**src/rtl/cmo_pkg.sv**
```systemverilog
// Package: shared types and the fixed encoding table of the cache
// maintenance register decoder.
// Assumes: selector fields are CRm (4 bits) and Opcode_2 (3 bits).
package cmo_pkg;

    localparam int CRM_W   = 4;
    localparam int OP2_W   = 3;
    localparam int NUM_OPS = 13;

    // Operation index; the value is the strobe bit position.
    typedef enum logic [3:0] {
        OP_IC_INV_ALL    = 4'd0,
        OP_IC_INV_ALL_IS = 4'd1,
        OP_IC_INV_LINE   = 4'd2,
        OP_ISYNC         = 4'd3,
        OP_DC_INV_LINE   = 4'd4,
        OP_DC_INV_SW     = 4'd5,
        OP_DC_CLN_LINE   = 4'd6,
        OP_DC_CLN_SW     = 4'd7,
        OP_DSYNC         = 4'd8,
        OP_DMEMB         = 4'd9,
        OP_DC_CLN_U_LINE = 4'd10,
        OP_DC_CI_LINE    = 4'd11,
        OP_DC_CI_SW      = 4'd12
    } op_e;

    // Operand format carried by an operation.
    typedef enum logic [1:0] {
        FMT_NONE   = 2'd0,
        FMT_SETWAY = 2'd1,
        FMT_ADDR   = 2'd2
    } fmt_e;

    // One row of the decode table.
    typedef struct packed {
        logic hit;      // pair is defined
        logic nop;      // accepted but performs nothing
        logic user_ok;  // allowed in user mode
        op_e  op;       // strobe index when not a nop
        fmt_e fmt;      // operand format
    } dec_t;

    // Strobe groupings used by checks.
    localparam logic [NUM_OPS-1:0] USER_MASK   = 13'b0_0011_0000_1000;
    localparam logic [NUM_OPS-1:0] SETWAY_MASK = 13'b1_0000_1010_0000;
    localparam logic [NUM_OPS-1:0] ADDR_MASK   = 13'b0_1100_0101_0100;

    // Build a table row.
    function automatic dec_t mk_row(logic nop, logic user_ok, op_e op, fmt_e fmt);
        dec_t r;
        r.hit     = 1'b1;
        r.nop     = nop;
        r.user_ok = user_ok;
        r.op      = op;
        r.fmt     = fmt;
        return r;
    endfunction

    // Decode table: sparse case list over {CRm, Opcode_2}.
    function automatic dec_t cmo_lookup(logic [CRM_W-1:0] crm, logic [OP2_W-1:0] op2);
        dec_t r;
        r = '0;
        case ({crm, op2})
            {4'd0,  3'd4}: r = mk_row(1'b1, 1'b0, OP_IC_INV_ALL,    FMT_NONE);
            {4'd1,  3'd0}: r = mk_row(1'b0, 1'b0, OP_IC_INV_ALL_IS, FMT_NONE);
            {4'd1,  3'd6}: r = mk_row(1'b1, 1'b0, OP_IC_INV_ALL,    FMT_NONE);
            {4'd5,  3'd0}: r = mk_row(1'b0, 1'b0, OP_IC_INV_ALL,    FMT_NONE);
            {4'd5,  3'd1}: r = mk_row(1'b0, 1'b0, OP_IC_INV_LINE,   FMT_ADDR);
            {4'd5,  3'd4}: r = mk_row(1'b0, 1'b1, OP_ISYNC,         FMT_NONE);
            {4'd5,  3'd6}: r = mk_row(1'b1, 1'b0, OP_IC_INV_ALL,    FMT_NONE);
            {4'd5,  3'd7}: r = mk_row(1'b1, 1'b0, OP_IC_INV_ALL,    FMT_NONE);
            {4'd6,  3'd1}: r = mk_row(1'b0, 1'b0, OP_DC_INV_LINE,   FMT_ADDR);
            {4'd6,  3'd2}: r = mk_row(1'b0, 1'b0, OP_DC_INV_SW,     FMT_SETWAY);
            {4'd10, 3'd1}: r = mk_row(1'b0, 1'b0, OP_DC_CLN_LINE,   FMT_ADDR);
            {4'd10, 3'd2}: r = mk_row(1'b0, 1'b0, OP_DC_CLN_SW,     FMT_SETWAY);
            {4'd10, 3'd4}: r = mk_row(1'b0, 1'b1, OP_DSYNC,         FMT_NONE);
            {4'd10, 3'd5}: r = mk_row(1'b0, 1'b1, OP_DMEMB,         FMT_NONE);
            {4'd11, 3'd1}: r = mk_row(1'b0, 1'b0, OP_DC_CLN_U_LINE, FMT_ADDR);
            {4'd14, 3'd1}: r = mk_row(1'b0, 1'b0, OP_DC_CI_LINE,    FMT_ADDR);
            {4'd14, 3'd2}: r = mk_row(1'b0, 1'b0, OP_DC_CI_SW,      FMT_SETWAY);
            default:       r = '0;
        endcase
        return r;
    endfunction

endpackage

```
**src/rtl/cmo_table_decode.sv**
```systemverilog
// Module: cmo_table_decode
// Looks up the selector pair, applies the direction and privilege rules
// and produces the unregistered outcome: one-hot strobe, nop or undef.
// Assumes: the caller qualifies all outputs with the request valid.
module cmo_table_decode
    import cmo_pkg::*;
(
    input  logic [CRM_W-1:0]   crm_i,
    input  logic [OP2_W-1:0]   op2_i,
    input  logic               read_i,
    input  logic               priv_i,
    output logic [NUM_OPS-1:0] strobe_o,
    output logic               nop_o,
    output logic               undef_o,
    output fmt_e               fmt_o
);

    dec_t entry;
    logic allowed;

    // Table lookup for the current selector pair.
    always_comb entry = cmo_lookup(crm_i, op2_i);

    // Access rule: defined pair, write only, privilege or user-permitted.
    always_comb allowed = entry.hit & ~read_i & (priv_i | entry.user_ok);

    // Outcome and format of the operand.
    always_comb begin
        undef_o = ~allowed;
        nop_o   = allowed & entry.nop;
        fmt_o   = (allowed && !entry.nop) ? entry.fmt : FMT_NONE;
    end

    // One strobe line per operation index.
    for (genvar g = 0; g < NUM_OPS; g++) begin : g_strobe
        assign strobe_o[g] = allowed & ~entry.nop & (int'(entry.op) == g);
    end

endmodule

```
**src/rtl/cmo_operand_fmt.sv**
```systemverilog
// Module: cmo_operand_fmt
// Extracts way, set index and line address from the data word according
// to the operand format and the configured cache size.
// Assumes: size codes at or above NUM_SIZES select the smallest cache;
// should-be-zero bits are dropped, never reported.
module cmo_operand_fmt
    import cmo_pkg::*;
#(
    parameter  int DATA_W      = 32,
    parameter  int WAY_W       = 2,
    parameter  int LINE_LSB    = 5,
    parameter  int MIN_SET_W   = 5,
    parameter  int NUM_SIZES   = 5,
    parameter  int SIZE_CODE_W = 3,
    localparam int SET_W_MAX   = MIN_SET_W + NUM_SIZES - 1,
    localparam int ADDR_W      = DATA_W - LINE_LSB
) (
    input  logic [DATA_W-1:0]      wdata_i,
    input  logic [SIZE_CODE_W-1:0] size_i,
    input  fmt_e                   fmt_i,
    output logic [WAY_W-1:0]       way_o,
    output logic [SET_W_MAX-1:0]   set_o,
    output logic [ADDR_W-1:0]      addr_o
);

    int unsigned          set_bits;
    logic [SET_W_MAX-1:0] set_keep;
    logic [SET_W_MAX-1:0] raw_set;

    // Set width selected by the size code; out-of-range codes map to the smallest.
    always_comb begin
        if (int'(size_i) < NUM_SIZES)
            set_bits = unsigned'(MIN_SET_W + int'(size_i));
        else
            set_bits = unsigned'(MIN_SET_W);
    end

    // Per-bit keep mask for the set field.
    for (genvar b = 0; b < SET_W_MAX; b++) begin : g_set_mask
        assign set_keep[b] = (unsigned'(b) < set_bits);
    end

    // Widest possible set field taken straight from the word.
    always_comb raw_set = wdata_i[LINE_LSB +: SET_W_MAX];

    // Operand selection by format; unused fields stay zero.
    always_comb begin
        way_o  = '0;
        set_o  = '0;
        addr_o = '0;
        case (fmt_i)
            FMT_SETWAY: begin
                way_o = wdata_i[DATA_W-1 -: WAY_W];
                set_o = raw_set & set_keep;
            end
            FMT_ADDR: addr_o = wdata_i[DATA_W-1:LINE_LSB];
            default: ;
        endcase
    end

endmodule

```
**src/rtl/cmo_decoder.sv**
```systemverilog
// Module: cmo_decoder (top)
// Decodes accesses to the cache maintenance register into a registered
// one-cycle outcome (strobe, nop or undef) plus a formatted operand.
// Assumes: one request per cycle at most; synchronous active-low reset.
module cmo_decoder
    import cmo_pkg::*;
#(
    parameter  int DATA_W      = 32,
    parameter  int WAY_W       = 2,
    parameter  int LINE_LSB    = 5,
    parameter  int MIN_SET_W   = 5,
    parameter  int NUM_SIZES   = 5,
    parameter  int SIZE_CODE_W = 3,
    localparam int SET_W_MAX   = MIN_SET_W + NUM_SIZES - 1,
    localparam int ADDR_W      = DATA_W - LINE_LSB
) (
    input  logic                   clk,
    input  logic                   rst_n,
    input  logic                   req_valid_i,
    input  logic                   req_read_i,
    input  logic [CRM_W-1:0]       req_crm_i,
    input  logic [OP2_W-1:0]       req_op2_i,
    input  logic [DATA_W-1:0]      req_wdata_i,
    input  logic                   priv_i,
    input  logic [SIZE_CODE_W-1:0] cache_size_i,
    output logic [NUM_OPS-1:0]     op_strobe_o,
    output logic                   nop_o,
    output logic                   undef_o,
    output logic [WAY_W-1:0]       way_o,
    output logic [SET_W_MAX-1:0]   set_o,
    output logic [ADDR_W-1:0]      line_addr_o
);

    logic [NUM_OPS-1:0]   dec_strobe;
    logic                 dec_nop;
    logic                 dec_undef;
    fmt_e                 dec_fmt;
    logic [WAY_W-1:0]     fmt_way;
    logic [SET_W_MAX-1:0] fmt_set;
    logic [ADDR_W-1:0]    fmt_addr;

    cmo_table_decode i_table (
        .crm_i    (req_crm_i),
        .op2_i    (req_op2_i),
        .read_i   (req_read_i),
        .priv_i   (priv_i),
        .strobe_o (dec_strobe),
        .nop_o    (dec_nop),
        .undef_o  (dec_undef),
        .fmt_o    (dec_fmt)
    );

    cmo_operand_fmt #(
        .DATA_W      (DATA_W),
        .WAY_W       (WAY_W),
        .LINE_LSB    (LINE_LSB),
        .MIN_SET_W   (MIN_SET_W),
        .NUM_SIZES   (NUM_SIZES),
        .SIZE_CODE_W (SIZE_CODE_W)
    ) i_fmt (
        .wdata_i (req_wdata_i),
        .size_i  (cache_size_i),
        .fmt_i   (dec_fmt),
        .way_o   (fmt_way),
        .set_o   (fmt_set),
        .addr_o  (fmt_addr)
    );

    // Output register: outcome and operand live for one cycle per request.
    always_ff @(posedge clk) begin
        if (!rst_n || !req_valid_i) begin
            op_strobe_o <= '0;
            nop_o       <= 1'b0;
            undef_o     <= 1'b0;
            way_o       <= '0;
            set_o       <= '0;
            line_addr_o <= '0;
        end else begin
            op_strobe_o <= dec_strobe;
            nop_o       <= dec_nop;
            undef_o     <= dec_undef;
            way_o       <= fmt_way;
            set_o       <= fmt_set;
            line_addr_o <= fmt_addr;
        end
    end

    // ---------------- assertions ----------------
    assert_one_outcome_R7: assert property (@(posedge clk) disable iff (!rst_n)
        req_valid_i |=> ($countones({op_strobe_o, nop_o, undef_o}) == 1));

    assert_idle_quiet_R7: assert property (@(posedge clk) disable iff (!rst_n)
        !req_valid_i |=> ({op_strobe_o, nop_o, undef_o} == '0));

    assert_read_traps_R2: assert property (@(posedge clk) disable iff (!rst_n)
        (req_valid_i && req_read_i) |=> undef_o);

    assert_user_barriers_only_R5: assert property (@(posedge clk) disable iff (!rst_n)
        (req_valid_i && !priv_i) |=> (((op_strobe_o & ~USER_MASK) == '0) && !nop_o));

    assert_small_set_width_R8: assert property (@(posedge clk) disable iff (!rst_n)
        (req_valid_i && cache_size_i == '0) |=> (set_o[SET_W_MAX-1:MIN_SET_W] == '0));

    assert_bad_size_as_small_R9: assert property (@(posedge clk) disable iff (!rst_n)
        (req_valid_i && int'(cache_size_i) >= NUM_SIZES) |=> (set_o[SET_W_MAX-1:MIN_SET_W] == '0));

    assert_addr_only_addr_ops_R11: assert property (@(posedge clk) disable iff (!rst_n)
        (line_addr_o != '0) |-> ((op_strobe_o & ADDR_MASK) != '0));

    assert_way_only_setway_ops_R11: assert property (@(posedge clk) disable iff (!rst_n)
        ((way_o != '0) || (set_o != '0)) |-> ((op_strobe_o & SETWAY_MASK) != '0));

endmodule

```
**config.mk**
```make
export PLATFORM = sky130hd
export DESIGN_NAME = cmo_decoder
export DESIGN_NICKNAME = d
export VERILOG_FILES = /design/src/rtl/cmo_pkg.sv /design/src/rtl/cmo_table_decode.sv /design/src/rtl/cmo_operand_fmt.sv /design/src/rtl/cmo_decoder.sv
export SDC_FILE = /design/constraint.sdc
export NUM_CORES = 1
export LEC_CHECK = 0
export BUFFER_PORTS_ARGS = -buffer_cell sky130_fd_sc_hd__buf_4
export CORE_AREA = 3 3 65 91
export DETAILED_ROUTE_END_ITERATION = 16
export DIE_AREA = 0 0 68 94
export PLACE_DENSITY = 0.81
export SYNTH_ARGS = -nofsm -noshare
export SYNTH_HDL_FRONTEND = slang
export SYNTH_HIERARCHICAL = 1
export SYNTH_SLANG_ARGS = --single-unit
export TNS_END_PERCENT = 10
```
**constraint.sdc**
```tcl
create_clock -name clk -period 2.6 [get_ports clk]
set_input_delay 0 -clock clk [delete_from_list [all_inputs] [get_ports clk]]
set_output_delay 0 -clock clk [all_outputs]
set_load 0.005 [all_outputs]
```
==> results.py, run 1 <==
metrics = {
    "finish": {
        "stdcell_count": 398,
        "n_fill_cell": 469,
        "n_antenna_cell": 0,
        "layout-drive-gt1-share_pct": 50.6,
        "nets": 379,
        "area_delta_synth_final_pct": 31.9,
        "multi_input_area_sq_um": 1240,
        "seqCellArea_sq_um": 1060,
    },
    "synthesis": {
        "synth_edf_count": 0,
        "synth_area_sq_um": 2430,
        "netlist_instances": 248,
        "ys.warnings.count": 6,
        "yosysUniqueCellTypes": 55,
        "ys.flop_type": "dfxtp_1",
        "ys_seq_elements": 53,
        "async_flop_share_pct": 0,
        "synth_seq_area_share_pct": 43.7,
        "synth_nets": 296,
        "avgSynthCellArea_sq_um": 9.79,
    },
    "pwr": {
        "p_leak_nw": 1.59,
        "max-vdd-ir-drop_mv": 0.271,
        "power_density_nw_per_um2": 446,
    },
    "global_routing": {
        "globalRouteTotalUtil_pct": 18.3,
        "grt_max_degree": 54,
        "first_global_vias": 1958,
        "grt_pass1_wl_um": 9030,
        "grt_overflow": 0,
        "antenna_found_initial": 0,
    },
    "hold_path": {
        "hold-path-cell-count": 3,
        "min_path_type": "input port to register",
    },
    "floorplan": {
        "die_x_um": 68,
        "start_util_pct": 46.7,
        "core_area_sq_um": 5200,
        "ios": 100,
        "die_y_um": 94,
        "die_area_sq_um": 6390,
        "row_count": 31,
    },
    "drt": {
        "met3_length_um": 465,
        "routed_wl_um": 5680,
        "drtIter0Drc": 146,
        "drt-vias-per-instance": 5.15,
        "highest_layer": "met4",
        "met1_length_um": 2240,
        "vias": 2048,
        "postRouteAntennaNets": 0,
        "drcViolationCount": 0,
        "drt-pass1-iter-count": 4,
        "routedWlPerCell_um": 14.3,
        "wl_met2_um": 2790,
    },
    "clocking": {
        "htree_levels": 2,
        "clock_path_buffers": 2,
        "cts_tree": "built",
        "postCtsHoldBufs": 0,
        "tritoncts_num_sinks": 53,
        "cts-resized-gates": 0,
        "post-cts-setup-buffers": 0,
        "clockRootBuffer": "clkbuf_8",
        "cts_made_buffers": 5,
        "path_clk_slew_ps": 90,
    },
    "timing": {
        "slew_headroom_pct": 72.7,
        "tightestPinTransition_ps": 409,
        "setup_viol_count_final": 0,
        "min_period_over_period_pct": 74.0,
        "finalHoldViolCount": 0,
        "fin_setup_tns_ps": 0,
        "slew_viol_final": 0,
        "rsz0062_at_grt": "false",
        "max_freq_mhz": 520,
        "finalCriticalPeriod_ps": 1920,
    },
    "worst_setup_path": {
        "cp_num_buf_inv": 1,
        "critPathMaxStageDelay_ps": 310,
        "path_depth": 10,
        "required_ps": 2790,
        "crit_fanout": 8,
        "critPathLaunchType": "input port",
        "cp_top_family": "simple AND/OR/NAND/NOR gates",
        "worstSetupPathType": "input port to register",
        "arrival_ps": 2110,
        "cp_slowest_cell": "and3b_4",
        "cpMostUsedCell": "nor2_1",
        "cp-end-kind": "register",
        "cp_cell_sequence": "buf_4 > and3b_4 > a31oi_1 > nor2_1 > nor2_1 > nor3_1 > and2b_1 > a21boi_2 > and3_1 > and3_2",
    },
    "placement": {
        "dp.cells": 390,
        "portBuffers": 94,
        "place_congestion": 0.859,
        "dp_hpwl_um": 4280,
    },
    "job": {
        "drv_cap": 0,
    },
    "outcome": {
        "status": "finished, final reports clean",
    },
}
==> worst min-delay path, delay by kind of cell <==
| family | cells | cell delay, ps |
|---|---|---|
| buffers and inverters | 1 | 70 |
| and+or+nand+nor | 2 | 260 |
==> logic make-up (layout without fill, tap and decap cells) <==
logic type,after synthesis,after routing,synth area share [%]
xor gates and xnor gates,5,5,2.11
buffers and inverters,22,106,5.31
and+or+nand+nor,142,142,40.2
adders and majority gates,2,2,0.928
AOI/OAI and AO/OA,24,24,7.78
DFF,53,53,43.7
==> Yosys cell counts (4+ instances only) <==
cell type / number / area share, %
and2_1: 31 / 8.0
dfxtp_1: 53 / 44
nor2_1: 12 / 1.9
nand2_1: 4 / 0.62
buf_2: 8 / 1.6
clkbuf_2: 5 / 1.0
nand3_1: 4 / 0.82
nor3_1: 8 / 1.6
o21ai_0: 4 / 0.82
and3_2: 53 / 16
buf_6: 4 / 1.9
==> cell type report <==
| type | instances | share of cell area [%] |
|---|---|---|
| inverter | 3 | 0.352 |
| tap | 66 | 2.58 |
| multi-input combinational | 173 | 38.6 |
| clock buffer | 6 | 2.58 |
| clock inverter | 2 | 0.430 |
| timing repair buffer | 95 | 22.3 |
| sequential | 53 | 33.1 |
==> worst paths after layout <==
| kind | start | endpoint | slack (ps) |
|---|---|---|---|
| worst max-delay path | req_op2_i[1] | set_o[5]$_SDFF_PP0_ | 680 |
| worst min-delay path | req_wdata_i[15] | line_addr_o[10]$_SDFF_PP0_ | 70 |
==> where the power goes <==
part	switching (mW)	leakage [nW]	internal, mW
clock	0.245	0.0512	0.216
sequential	0.000394	0.427	0.812
combinational	0.0794	1.11	0.0741
total	0.325	1.59	1.10
==> cell usage in the layout, fill, tap and decap left out, types with 3 or more instances in the layout <==
| cell | count |
|---|---|
| and3_1 | 3 |
| a21oi_1 | 3 |
| inv_1 | 3 |
| nor2_1 | 12 |
| dfxtp_1 | 53 |
| and2_1 | 31 |
| o21ai_0 | 4 |
| and3_2 | 53 |
| xnor2_1 | 3 |
| nor2b_1 | 3 |
| nand2_1 | 4 |
| buf_4 | 95 |
| clkbuf_8 | 6 |
| nor3_1 | 8 |
| nand3_1 | 4 |
==> per-layer routing <==
metal  track usage, %  vias to the layer above
li1                 -                     1030
met1             21.6                      921
met2             30.7                       82
met3             3.95                       15
met4             8.29                        0
met5                0                        -
==> metrics by stage <==
step           instance area [sq um]  utilization, %  hold WS [ps]  setup WS (ps)  total power, mW
2_1_floorplan                   2430               -           167            666            0.920
3_3_place_gp                    3110            59.7           361            405            0.983
3_5_place_dp                    3110            59.7           364            356            0.985
4_1_cts                         3200            61.6          60.9            677             1.44
5_1_grt                         3200            61.6          66.3            461             1.49
6_report                        3200            61.6          65.6            677             1.43
==> state kept, by name, summed over array words and instances, names as in the netlist <==
| name | cells |
|---|---|
| line_addr_o | 27 |
| nop_o | 1 |
| op_strobe_o | 13 |
| set_o | 9 |
| undef_o | 1 |
| way_o | 2 |
No activity file was read; power rests on OpenSTA's default activity.
==> inputs of run 2 (changes only) <==
==> constraint.sdc (replaced) <==
create_clock -name clk -period 1.8 [get_ports clk]
set_input_delay 0 -clock clk [delete_from_list [all_inputs] [get_ports clk]]
set_output_delay 0 -clock clk [all_outputs]
set_load 0.005 [all_outputs]
==> run 2 against run 1 <==
Against the previous run:
- die area stayed put
- final cell count rose by 6.3%
- wire length increased by 10%
- total power increased by 45%
- critical path type unchanged
- sequential cell count is the same
- critical endpoint is now set_o[6]$_SDFF_PP0_
- final area up 7.0%
- clock-buffer cell count is 1 higher
- global-route usage increased by 1.9 points
- worst hold slack got worse by 7.0 ps
- first-iteration DRC count fell by 23%
- critical path depth unchanged
- clock power increased by 37%
==> results.py, run 2 (same netlist as run 1, synthesis figures left out) <==
metrics = {
    "drt": {
        "vias": 2181,
        "drtIter0Drc": 112,
        "drt-vias-per-instance": 5.16,
        "drcViolationCount": 0,
        "routedWlPerCell_um": 14.8,
        "postRouteAntennaNets": 0,
        "drt-pass1-iter-count": 4,
        "routed_wl_um": 6270,
    },
    "finish": {
        "nets": 404,
        "area_delta_synth_final_pct": 41.2,
        "final_util_pct": 65.9,
        "n_fill_cell": 445,
        "largest_register_ffs": 27,
        "n_antenna_cell": 0,
        "final_cell_mix": "buf_4 (119), and3_2 (53), dfxtp_1 (53)",
        "top_register": "line_addr_o",
        "layout-drive-gt1-share_pct": 55.2,
        "largest_registers": "line_addr_o: 27 flops, op_strobe_o: 13 flops, set_o: 9 flops",
        "final_common_cell": "buf_4",
    },
    "timing": {
        "finalHoldViolCount": 0,
        "slew_viol_final": 0,
        "setup_viol_count_final": 0,
        "min_period_over_period_pct": 87.3,
        "finalCriticalPeriod_ps": 1570,
        "slew_headroom_pct": 73.2,
        "max_freq_mhz": 637,
        "tightestPinTransition_ps": 402,
        "fin_hold_ws_ps": 58.5,
        "rsz0062_at_grt": "false",
    },
    "job": {
        "drv_cap": 0,
    },
    "global_routing": {
        "grt_max_degree": 54,
        "antenna_found_initial": 0,
        "grt_overflow": 0,
        "first_global_vias": 2129,
        "grt_pass1_wl_um": 9800,
        "globalRouteTotalUtil_pct": 20.2,
    },
    "pwr": {
        "comb_power_share_pct": 12.8,
        "seq_power_share_pct": 56.7,
        "sw_frac_of_total_pct": 23.5,
        "max-vdd-ir-drop_mv": 0.361,
        "p_sw_mw": 0.486,
        "p_leak_nw": 1.70,
        "power_density_nw_per_um2": 604,
        "internal-power_mw": 1.58,
        "clockPowerShare_pct": 30.5,
    },
    "worst_setup_path": {
        "cp_cell_sequence": "buf_4 > nor2_1 > and2_1 > o21ai_1 > and4_1 > nor3b_2 > and2b_2 > a21boi_2 > o2111a_1 > and3_2",
        "critPathLaunchType": "input port",
        "cp_slowest_cell": "a21boi_2",
        "cp_top_family": "simple AND/OR/NAND/NOR gates",
        "critPathMaxStageDelay_ps": 230,
        "required_ps": 2050,
        "cp_num_buf_inv": 1,
        "cp-end-kind": "register",
        "worstSetupPathType": "input port to register",
        "crit_fanout": 6,
        "path_depth": 10,
        "arrival_ps": 1820,
    },
    "clocking": {
        "cts_tree": "built",
        "postCtsHoldBufs": 0,
        "cts_made_buffers": 5,
        "post-cts-setup-buffers": 0,
        "cts-resized-gates": 0,
        "htree_levels": 2,
        "path_clk_slew_ps": 90,
        "clockRootBuffer": "clkbuf_8",
        "tritoncts_num_sinks": 53,
        "clock_path_buffers": 2,
    },
    "hold_path": {
        "min_path_type": "input port to register",
        "hold-path-cell-count": 3,
    },
    "placement": {
        "dp_hpwl_um": 4800,
        "portBuffers": 94,
        "place_congestion": 0.848,
    },
    "floorplan": {
        "die_area_sq_um": 6390,
        "core_area_sq_um": 5200,
        "row_count": 31,
        "ios": 100,
        "die_y_um": 94,
        "die_x_um": 68,
        "start_util_pct": 46.7,
    },
    "outcome": {
        "status": "finished, final reports clean",
    },
}
[run 2: cell types whose count changed in the layout (fill, tap and decap cells not counted), moves of 2 or more]
cell	before	now
buf_4	95	119
nor2_4	0	3
clkbuf_1	0	2
nor2_1	12	10
[run 2: worst paths after layout]
check | start | end | slack [ps]
worst min-delay path | req_wdata_i[14] | line_addr_o[9]$_SDFF_PP0_ | 60
worst max-delay path | req_crm_i[2] | set_o[6]$_SDFF_PP0_ | 230
[run 2: power by group through the flow]
stage	Sequential (mW)	Combinational, mW	Clock (mW)
detailed placement	1.20	0.262	0
finish	1.17	0.265	0.632
floorplan	1.20	0.132	0
CTS	1.17	0.263	0.646
global route	1.17	0.287	0.696
global placement	1.20	0.258	0
[run 2: metrics by stage]
stage	power (mW)	TNS (ps)	setup WS, ps	cell area, sq um	cells
6_report	2.07	0	229	3430	423
5_1_grt	2.16	0	28.1	3430	423
4_1_cts	2.08	0	205	3430	423
3_5_place_dp	1.46	-383	-105	3340	415
3_3_place_gp	1.46	-151	-61.2	3340	415
2_1_floorplan	1.33	0	0.871	2460	248
[run 2: final cells by class]
| cell class | instances | area [sq um] | share of cell area, % |
|---|---|---|---|
| multi-input cells | 173 | 1270 | 37.2 |
| flip-flops and latches | 53 | 1060 | 31.0 |
| repair buffers | 120 | 913 | 26.7 |
| well taps | 66 | 82.6 | 2.41 |
| clock buffers | 7 | 76.3 | 2.23 |
| inverters | 3 | 11.3 | 0.329 |
| clock inverters | 1 | 7.51 | 0.219 |
[run 2: per-layer routing]
layer,track usage [%],part of all wire [%],up-vias,wire [um]
met5,0,0,-,0
met4,9.62,2.9,0,185
met3,2.99,6.8,13,428
met2,38.2,53,80,3330
met1,20.4,37,1002,2330
li1,-,-,1086,-
==> inputs of run 3 (changes only) <==
--- a/config.mk
+++ b/config.mk
@@ -6,9 +6,9 @@
 export NUM_CORES = 1
 export LEC_CHECK = 0
 export BUFFER_PORTS_ARGS = -buffer_cell sky130_fd_sc_hd__buf_4
-export CORE_AREA = 3 3 65 91
+export CORE_AREA = 3 3 76 78
 export DETAILED_ROUTE_END_ITERATION = 16
-export DIE_AREA = 0 0 68 94
+export DIE_AREA = 0 0 79 81
 export PLACE_DENSITY = 0.81
 export SYNTH_ARGS = -nofsm -noshare
 export SYNTH_HDL_FRONTEND = slang
==> run 3 against run 2 <==
Against the previous run:
- sequential cell count stayed put
- non-clock buffer count decreased by 5
- die area grew 0.11%
- global-route usage shrank 2.5 points
- final cell count is 0.24% lower
- via count down 3.6%
- core utilization is 0.35 points higher
- clock power increased by 8.5%
- total power increased by 2.1%
- largest cell class unchanged
- largest power group unchanged
==> results.py, run 3 (same netlist as run 1, synthesis figures left out) <==
metrics = {
    "finish": {
        "area_delta_synth_final_pct": 40.4,
        "nets": 399,
        "seqCellArea_sq_um": 1060,
        "n_antenna_cell": 0,
        "layout-drive-gt1-share_pct": 55.1,
        "final_util_pct": 66.3,
        "top_register": "line_addr_o",
        "n_fill_cell": 441,
        "multi_input_area_sq_um": 1270,
        "largest_register_ffs": 27,
        "final_common_cell": "buf_4",
        "finalInstanceArea_sq_um": 3410,
        "final_cell_mix": "buf_4 (114), and3_2 (53), dfxtp_1 (53)",
        "largest_registers": "line_addr_o: 27 flops, op_strobe_o: 13 flops, set_o: 9 flops",
    },
    "worst_setup_path": {
        "critPathLaunchType": "input port",
        "worstSetupPathType": "input port to register",
        "crit_fanout": 8,
        "cp_slowest_cell": "nor3b_1",
        "cp_top_family": "simple AND/OR/NAND/NOR gates",
        "arrival_ps": 1880,
        "critPathMaxStageDelay_ps": 320,
        "required_ps": 2050,
        "cp_cell_sequence": "buf_4 > xnor2_1 > nor3b_1 > o21ai_1 > and4_1 > nor3b_2 > and2b_2 > a21boi_2 > o311a_1 > and3_2",
        "cp-end-kind": "register",
        "cp_num_buf_inv": 1,
    },
    "floorplan": {
        "core_area_sq_um": 5140,
        "die_area_sq_um": 6400,
        "start_util_pct": 47.2,
        "row_count": 26,
        "die_x_um": 79,
        "die_y_um": 81,
        "ios": 100,
    },
    "drt": {
        "routed_wl_um": 5590,
        "drt-pass1-iter-count": 4,
        "drtIter0Drc": 93,
        "drcViolationCount": 0,
        "postRouteAntennaNets": 0,
        "drt-vias-per-instance": 4.98,
        "vias": 2103,
        "routedWlPerCell_um": 13.2,
    },
    "clocking": {
        "clockRootBuffer": "clkbuf_8",
        "post-cts-setup-buffers": 0,
        "cts_tree": "built",
        "cts-resized-gates": 0,
        "cts_made_buffers": 5,
        "tritoncts_num_sinks": 53,
        "clock_path_buffers": 2,
        "htree_levels": 2,
        "path_clk_slew_ps": 100,
        "postCtsHoldBufs": 0,
    },
    "job": {
        "drv_cap": 0,
    },
    "hold_path": {
        "min_path_type": "input port to register",
        "worstHoldEndpoint": "line_addr_o[24]$_SDFF_PP0_",
        "holdCritStartpoint": "req_wdata_i[29]",
        "hold-path-cell-count": 3,
    },
    "placement": {
        "place_congestion": 0.935,
        "portBuffers": 94,
        "dp_slack_ps": -90.8,
        "placed_cell_area_sq_um": 3310,
        "dp_hpwl_um": 4160,
    },
    "timing": {
        "slew_viol_final": 0,
        "setup_viol_count_final": 0,
        "fin_setup_tns_ps": 0,
        "finalHoldViolCount": 0,
        "rsz0062_at_grt": "false",
        "min_period_over_period_pct": 90.6,
        "max_freq_mhz": 613,
        "finalCriticalPeriod_ps": 1630,
        "worst_slack_ps": 169,
        "slew_headroom_pct": 74.8,
        "tightestPinTransition_ps": 379,
    },
    "outcome": {
        "status": "finished, final reports clean",
    },
    "pwr": {
        "total_power_mw": 2.11,
        "power_density_nw_per_um2": 620,
        "p_leak_nw": 1.69,
        "max-vdd-ir-drop_mv": 0.352,
    },
    "global_routing": {
        "first_global_vias": 1973,
        "globalRouteTotalUtil_pct": 17.6,
        "grt_pass1_wl_um": 9040,
        "antenna_found_initial": 0,
        "grt_overflow": 0,
        "grt_max_degree": 54,
    },
}
[run 3: changes by cell type in the layout (fill, tap and decap cells not counted)]
cell        change
buf_4           -5
clkbuf_1        -2
clkbuf_8        +1
clkinv_2        +1
clkinv_4        +1
clkinvlp_4      -1
[run 3: worst max-delay path by stage]
stage,to,start,cells past startpoint,slack (ps)
2_1_floorplan,set_o[5]$_SDFF_PP0_,req_crm_i[3],10,0.9
3_3_place_gp,set_o[6]$_SDFF_PP0_,req_op2_i[2],10,-30
3_5_place_dp,set_o[4]$_SDFF_PP0_,req_crm_i[2],10,-90
4_1_cts,set_o[4]$_SDFF_PP0_,req_crm_i[2],10,210
5_1_grt,set_o[4]$_SDFF_PP0_,req_crm_i[2],10,30
6_report,set_o[4]$_SDFF_PP0_,req_crm_i[2],10,170
[run 3: metrics by stage]
step                std cells  hold slack (ps)
finish                    422             54.4
global route              422             55.8
CTS                       422             47.8
detailed placement        414              366
global placement          414              361
floorplan                 248              167
[run 3: tightest hold or removal path, cell delays in order]
cell	delay, ps
buf_4	70
and2_1	100
and3_2	160
[run 3: area by class of cell]
class,count,share of cell area (%)
Multi-Input combinational cell,173,37.4
Sequential cell,53,31.1
Inverter,3,0.331
Timing Repair Buffer,115,25.7
Clock inverter,2,0.404
Clock buffer,6,2.42
Tap cell,70,2.57
[run 3: power breakdown]
group / leakage (nW) / switching (mW) / internal [mW] / total [mW]
logic: 1.21 / 0.124 / 0.130 / 0.253
clock network: 0.0512 / 0.373 / 0.312 / 0.686
registers: 0.427 / 0.000721 / 1.17 / 1.17
total: 1.69 / 0.498 / 1.62 / 2.11
[run 3: metal layers]
metal	up-vias	routed length (um)	global-route usage [%]
met5	-	0	0
met4	0	102	6.01
met3	9	365	2.88
met2	76	2670	30.4
met1	947	2450	22.5
li1	1071	-	-
